**src/rtl/angle_pkg.sv**
```systemverilog
package angle_pkg;
  localparam int ANG_W = 14;

  typedef enum logic [1:0] {RES10 = 2'd0, RES12 = 2'd1, RES14 = 2'd2} res_e;

  function automatic res_e res_decode(input logic a, input logic b);
    if (a) return RES14;
    else if (b) return RES12;
    else return RES10;
  endfunction

  function automatic logic [ANG_W-1:0] step_of(input res_e r);
    case (r)
      RES10:   return ANG_W'(1) << 4;
      RES12:   return ANG_W'(1) << 2;
      default: return ANG_W'(1);
    endcase
  endfunction

  function automatic logic [ANG_W-1:0] mask_of(input res_e r);
    return ~(step_of(r) - ANG_W'(1));
  endfunction
endpackage

```
**src/rtl/res_latch.sv**
```systemverilog
module res_latch
  import angle_pkg::*;
(
  input  logic clk,
  input  logic rst_n,
  input  logic latch_ev,
  input  logic sel_a,
  input  logic sel_b,
  output res_e res_q
);
  always_ff @(posedge clk) begin
    if (!rst_n) res_q <= RES14;
    else if (latch_ev) res_q <= res_decode(sel_a, sel_b);
  end

  a_r4_res_holds: assert property (@(posedge clk) disable iff (!rst_n)
    !latch_ev |=> $stable(res_q));
endmodule

```
**src/rtl/step_ctrl.sv**
```systemverilog
module step_ctrl
  import angle_pkg::*;
#(
  parameter int ERR_W    = 16,
  parameter int BUSY_CYC = 4
) (
  input  logic             clk,
  input  logic             rst_n,
  input  logic [ERR_W-1:0] err,
  input  res_e             res_q,
  output logic             busy,
  output logic             step_up,
  output logic             step_dn,
  output logic             busy_end
);
  localparam int CW = (BUSY_CYC > 1) ? $clog2(BUSY_CYC) : 1;

  logic [CW-1:0]          cnt;
  logic signed [ERR_W:0]  err_x;
  logic signed [ERR_W:0]  stp_x;

  always_comb begin
    err_x   = $signed({err[ERR_W-1], err});
    stp_x   = $signed({{(ERR_W+1-ANG_W){1'b0}}, step_of(res_q)});
    step_up = !busy && (err_x >= stp_x);
    step_dn = !busy && (err_x <= -stp_x);
    busy_end = busy && (cnt == '0);
  end

  always_ff @(posedge clk) begin
    if (!rst_n) begin
      busy <= 1'b0;
      cnt  <= '0;
    end else if (step_up || step_dn) begin
      busy <= 1'b1;
      cnt  <= CW'(BUSY_CYC - 1);
    end else if (busy_end) begin
      busy <= 1'b0;
    end else if (busy) begin
      cnt <= cnt - CW'(1);
    end
  end

  a_r1_one_direction: assert property (@(posedge clk) disable iff (!rst_n)
    $onehot0({step_up, step_dn}));
  a_r1_step_starts_busy: assert property (@(posedge clk) disable iff (!rst_n)
    (step_up || step_dn) |=> busy);
  a_r2_gap_after_pulse: assert property (@(posedge clk) disable iff (!rst_n)
    busy_end |=> !busy);
endmodule

```
**src/rtl/angle_counter.sv**
```systemverilog
module angle_counter
  import angle_pkg::*;
(
  input  logic             clk,
  input  logic             rst_n,
  input  logic             step_up,
  input  logic             step_dn,
  input  logic [ANG_W-1:0] step_amt,
  input  logic             clr_ev,
  input  logic [ANG_W-1:0] clr_mask,
  output logic [ANG_W-1:0] angle
);
  always_ff @(posedge clk) begin
    if (!rst_n) angle <= '0;
    else if (step_up) angle <= angle + step_amt;
    else if (step_dn) angle <= angle - step_amt;
    else if (clr_ev) angle <= angle & clr_mask;
  end

  a_r1_hold_when_quiet: assert property (@(posedge clk) disable iff (!rst_n)
    !(step_up || step_dn || clr_ev) |=> $stable(angle));
endmodule

```
**src/rtl/health_mon.sv**
```systemverilog
module health_mon
  import angle_pkg::*;
#(
  parameter int ERR_W  = 16,
  parameter int THRESH = 65
) (
  input  logic             clk,
  input  logic             rst_n,
  input  logic [ERR_W-1:0] err,
  input  res_e             res_q,
  input  logic             los,
  input  logic             lor,
  output logic             health_ok
);
  logic signed [ERR_W:0] err_x;
  logic [ERR_W:0]        mag;
  logic [ERR_W:0]        limit;
  logic                  too_far;

  always_comb begin
    err_x   = $signed({err[ERR_W-1], err});
    mag     = err_x[ERR_W] ? $unsigned(-err_x) : $unsigned(err_x);
    limit   = (ERR_W+1)'(THRESH) * (ERR_W+1)'(step_of(res_q));
    too_far = mag > limit;
  end

  always_ff @(posedge clk) begin
    if (!rst_n) health_ok <= 1'b1;
    else health_ok <= !(too_far || los || lor);
  end

  a_r8_loss_forces_fault: assert property (@(posedge clk) disable iff (!rst_n)
    (los || lor) |=> !health_ok);
  a_r7_far_error_faults: assert property (@(posedge clk) disable iff (!rst_n)
    too_far |=> !health_ok);
endmodule

```
**src/rtl/angle_tracker.sv**
```systemverilog
module angle_tracker
  import angle_pkg::*;
#(
  parameter int ERR_W    = 16,
  parameter int BUSY_CYC = 4,
  parameter int THRESH   = 65
) (
  input  logic             clk,
  input  logic             rst_n,
  input  logic [ERR_W-1:0] err_in,
  input  logic             res_a,
  input  logic             res_b,
  input  logic             los,
  input  logic             lor,
  output logic [ANG_W-1:0] angle_out,
  output logic             busy,
  output logic             health_ok
);
  res_e             res_q;
  logic             step_up, step_dn, busy_end;
  logic [ANG_W-1:0] step_amt, new_mask;

  assign step_amt = step_of(res_q);
  assign new_mask = mask_of(res_decode(res_a, res_b));

  res_latch u_res (
    .clk(clk), .rst_n(rst_n), .latch_ev(busy_end),
    .sel_a(res_a), .sel_b(res_b), .res_q(res_q)
  );

  step_ctrl #(.ERR_W(ERR_W), .BUSY_CYC(BUSY_CYC)) u_ctrl (
    .clk(clk), .rst_n(rst_n), .err(err_in), .res_q(res_q),
    .busy(busy), .step_up(step_up), .step_dn(step_dn), .busy_end(busy_end)
  );

  angle_counter u_cnt (
    .clk(clk), .rst_n(rst_n), .step_up(step_up), .step_dn(step_dn),
    .step_amt(step_amt), .clr_ev(busy_end), .clr_mask(new_mask),
    .angle(angle_out)
  );

  health_mon #(.ERR_W(ERR_W), .THRESH(THRESH)) u_health (
    .clk(clk), .rst_n(rst_n), .err(err_in), .res_q(res_q),
    .los(los), .lor(lor), .health_ok(health_ok)
  );

  a_r5_low_bits_zero: assert property (@(posedge clk) disable iff (!rst_n)
    busy_end |=> ((angle_out & ~mask_of(res_q)) == '0));
endmodule

```
**config.mk**
```make
export PLATFORM = sky130hd
export DESIGN_NAME = angle_tracker
export DESIGN_NICKNAME = d
export VERILOG_FILES = /design/src/rtl/angle_pkg.sv /design/src/rtl/res_latch.sv /design/src/rtl/step_ctrl.sv /design/src/rtl/angle_counter.sv /design/src/rtl/health_mon.sv /design/src/rtl/angle_tracker.sv
export SDC_FILE = /design/constraint.sdc
export NUM_CORES = 1
export LEC_CHECK = 0
export ABC_AREA = 0
export BUFFER_PORTS_ARGS = -buffer_cell sky130_fd_sc_hd__clkbuf_2
export CAP_MARGIN = 20
export CELL_PAD_IN_SITES_DETAIL_PLACEMENT = 0
export CELL_PAD_IN_SITES_GLOBAL_PLACEMENT = 1
export CORE_UTILIZATION = 44
export CTS_BUF_LIST = sky130_fd_sc_hd__clkbuf_4 sky130_fd_sc_hd__clkbuf_8 sky130_fd_sc_hd__clkbuf_16
export CTS_CLUSTER_DIAMETER = 60
export DETAILED_ROUTE_END_ITERATION = 8
export PLACE_DENSITY = 0.9
export SLEW_MARGIN = 10
export SYNTH_ARGS = -nofsm -noshare
export SYNTH_HDL_FRONTEND = slang
export SYNTH_HIERARCHICAL = 1
export SYNTH_SLANG_ARGS = --single-unit
```
**constraint.sdc**
```tcl
create_clock -name clk -period 3.8 [get_ports clk]
set_clock_uncertainty 0.2 [all_clocks]
set_input_delay 0.76 -clock clk [delete_from_list [all_inputs] [get_ports clk]]
set_output_delay 0.76 -clock clk [all_outputs]
set_load 0.01 [all_outputs]
```
==> run_results.csv <==
group,metric,value,unit
status,status,"complete, no violations",
placement,port_buffers,37,
placement,hpwl,7150,um
global_routing,grt_pass1_wl,14800,um
synthesis,synthXorXnorAreaFrac,4.74,%
pwr,peakVddDrop,208,uV
setup_path,r2r_slack,0.42,ns
detailed_routing,ant_nets,0,
final_layout,final_area,3810,sq um
final_layout,final_common_cell,"ha_1",
timing,post-route-min-period,3.38,ns
final_layout,fillers,757,
synthesis,synthMuxAreaShare,1.50,%
synthesis,synth_top_family_by_area,"compound AO/OA/AOI/OAI gates",
detailed_routing,num_vias,3504,
synthesis,ys_ff_latch,20,
final_layout,stdcell_count,622,
setup_path,cp.required,3.79,ns
synthesis,synth-simple-area-share,27.2,%
setup_path,timing.rr.start,"u_res/res_q[1]",
synthesis,synth_compound_area_share,28.2,%
final_layout,syn2layout_area_growth,14.6,%
setup_path,end_kind,"flip-flop",
synthesis,ys_top_cells_by_area,"ha_1 18%, dfxtp_1 12%, nor2_1 4.7%",
min_path,hold_end,"u_cnt/angle[0]",
clocking,post-cts-setup-buffers,0,
synthesis,synth_largest_area_cell,"ha_1",
synthesis,yosysUniqueCellTypes,78,
min_path,hold_path_depth,2,
synthesis,synth_edf_count,0,
synthesis,yosys_warnings,6,
global_routing,antenna_found_initial,0,
detailed_routing,drtIter0Drc,207,
detailed_routing,wl,9230,um
die,dieHeight,89.0,um
global_routing,grt_max_degree,21,
min_path,min_path_type,"flip-flop to flip-flop",
min_path,hold_start,"u_cnt/angle[0]",
detailed_routing,viasPerCell,5.63,
clocking,insertion_delay,0.27,ns
timing,finalCritPeriodShare,88.9,%
setup_path,critPathMaxFanout,12,
die,die_w,89.0,um
final_layout,fin_nets,595,
clocking,hold_buffers,0,
detailed_routing,wl_per_cell,14.8,um
global_routing,grt_overflow,0,
placement,place_area,3760,sq um
timing,rsz0062_at_grt,"no",
detailed_routing,drt_pass1_iterations,4,
final_layout,layout_common_cells,"47 x ha_1, 42 x nor2_1, 40 x conb_1",
setup_path,r2r_end,"u_cnt/angle[10]",
die,io_pins,38,
final_layout,n_antenna_cell,0,
setup_path,worstPathArrival,3.37,ns
clocking,clockRootBuffer,"clkbuf_8",
synthesis,avgSynthCellArea,7.36,sq um
detailed_routing,drc,0,
setup_path,start_kind,"flip-flop",
clocking,h-tree-depth,1,
die,coreArea,7290,sq um
synthesis,synth_flop_cell,"dfxtp_1",
clocking,cts.path.max_buffers,2,
placement,gp_congestion,0.860,
pwr,power,1440,uW
final_layout,layout-drive-gt1-share,14.3,%
pwr,powerDensity,378,nW/um^2
synthesis,synthAdderAreaFrac,18.9,%
setup_path,reg2reg_depth,15,
run,maxCapViolCount,0,
synthesis,netlist_area,3330,sq um
timing,hold_viol,0,
clocking,cts.sinks,20,
die,die_area,7920,sq um
global_routing,grt_pass1_vias,3189,
global_routing,grt_usage,23.8,%
synthesis,ys_async_sr_fraction,0,%
synthesis,synth_top_area_share,17.7,%
setup_path,critPathKind,"flip-flop to flip-flop",
timing,fmax,296,MHz
clocking,ctsResizeCount,0,
synthesis,yosysSeqAreaShare,12.0,%
clocking,cts.clk_slew.worst_paths,0.09,ns
die,rows,31,
die,start_util,45.6,%
timing,setup_viol_count_final,0,
timing,setup-tns-final,0,ns
placement,dp_cells,618,
synthesis,synthCells,452,
pwr,p_leak,0.00167,uW
timing,drv_slew,0,
clocking,cts_tree,"done",
clocking,numCtsBuffers,3,
## cells by family (layout without fill, tap and decap cells)
group	Yosys count	in the layout
AOI/OAI and AO/OA	131	131
xor gates and xnor gates	18	18
adders and majority gates	49	49
buffers and inverters	56	90
DFF	20	20
muxes	5	5
other	3	40
and+or+nand+nor	170	170
## Yosys cell counts, drive strengths merged (5+ instances only)
master	instances
nor3	16
or3	5
nand2	32
mux2i	5
ha	47
o21ai	26
nand3	15
nand4	5
buf	8
xnor2	15
a221o	6
a21oi	31
inv	38
or2	6
clkbuf	7
o211ai	5
a211oi	11
nor2b	8
nand2b	17
dfxtp	20
nor2	42
or4	6
## how the worst max path moves through the flow
stage                               to  depth (start not counted)           start  slack (ns)
detailed placement  u_health/health_ok                         10       err_in[4]        0.22
global route           u_cnt/angle[10]                         16  u_res/res_q[1]        0.16
finish                 u_cnt/angle[10]                         15  u_res/res_q[1]        0.42
CTS                    u_cnt/angle[10]                         15  u_res/res_q[1]        0.48
global placement    u_health/health_ok                         10       err_in[4]        0.30
floorplan           u_health/health_ok                         10       err_in[4]        0.53
## registers in the layout, indices dropped and copies added (netlist names)
| name | flops |
|---|---|
| u_res/res_q | 2 |
| u_cnt/angle | 14 |
| u_ctrl/busy | 1 |
| u_health/health_ok | 1 |
| u_ctrl/cnt | 2 |
## layout make-up
class | instances | area (sq um) | area share [%]
well taps | 99 | 124 | 3.25
repair buffers | 45 | 245 | 6.43
multi-input cells | 413 | 2840 | 74.3
flip-flops and latches | 20 | 400 | 10.5
clock buffers | 4 | 55.1 | 1.44
inverters | 41 | 154 | 4.04
## power by group
| group | switching [uW] | internal [uW] |
|---|---|---|
| logic | 553 | 391 |
| clock network | 84.8 | 92.6 |
| registers | 60.6 | 259 |
## through the flow
| stage | hold WS [ns] | setup slack (ns) | util (%) |
|---|---|---|---|
| 2_1_floorplan | 0.296 | 0.526 | - |
| 3_3_place_gp | 0.320 | 0.299 | 51.5 |
| 3_5_place_dp | 0.326 | 0.216 | 51.5 |
| 4_1_cts | 0.347 | 0.478 | 52.3 |
| 5_1_grt | 0.387 | 0.157 | 52.3 |
| 6_report | 0.350 | 0.422 | 52.3 |
## routing by layer
metal | vias up | share of wire, % | track usage [%]
li1 | 1759 | - | -
met2 | 102 | 46 | 40.6
met3 | 12 | 4.2 | 2.68
met4 | 0 | 1.3 | 6.49
met1 | 1631 | 48 | 31.8
met5 | - | 0 | 0
## critical path: stages (launching register included)
cell and delay, ns:
dfxtp_1 0.60, inv_1 0.15, ha_1 0.33, nor2b_1 0.14, o2111ai_1 0.12, and4b_1 0.23
o21bai_1 0.16, a31o_2 0.22, inv_1 0.06, buf_4 0.18, nor2_1 0.18, a21boi_0 0.28
a21oi_1 0.10, o311ai_1 0.10, a21oi_1 0.08, a311oi_2 0.18
Power figures use the tool's default switching activity.
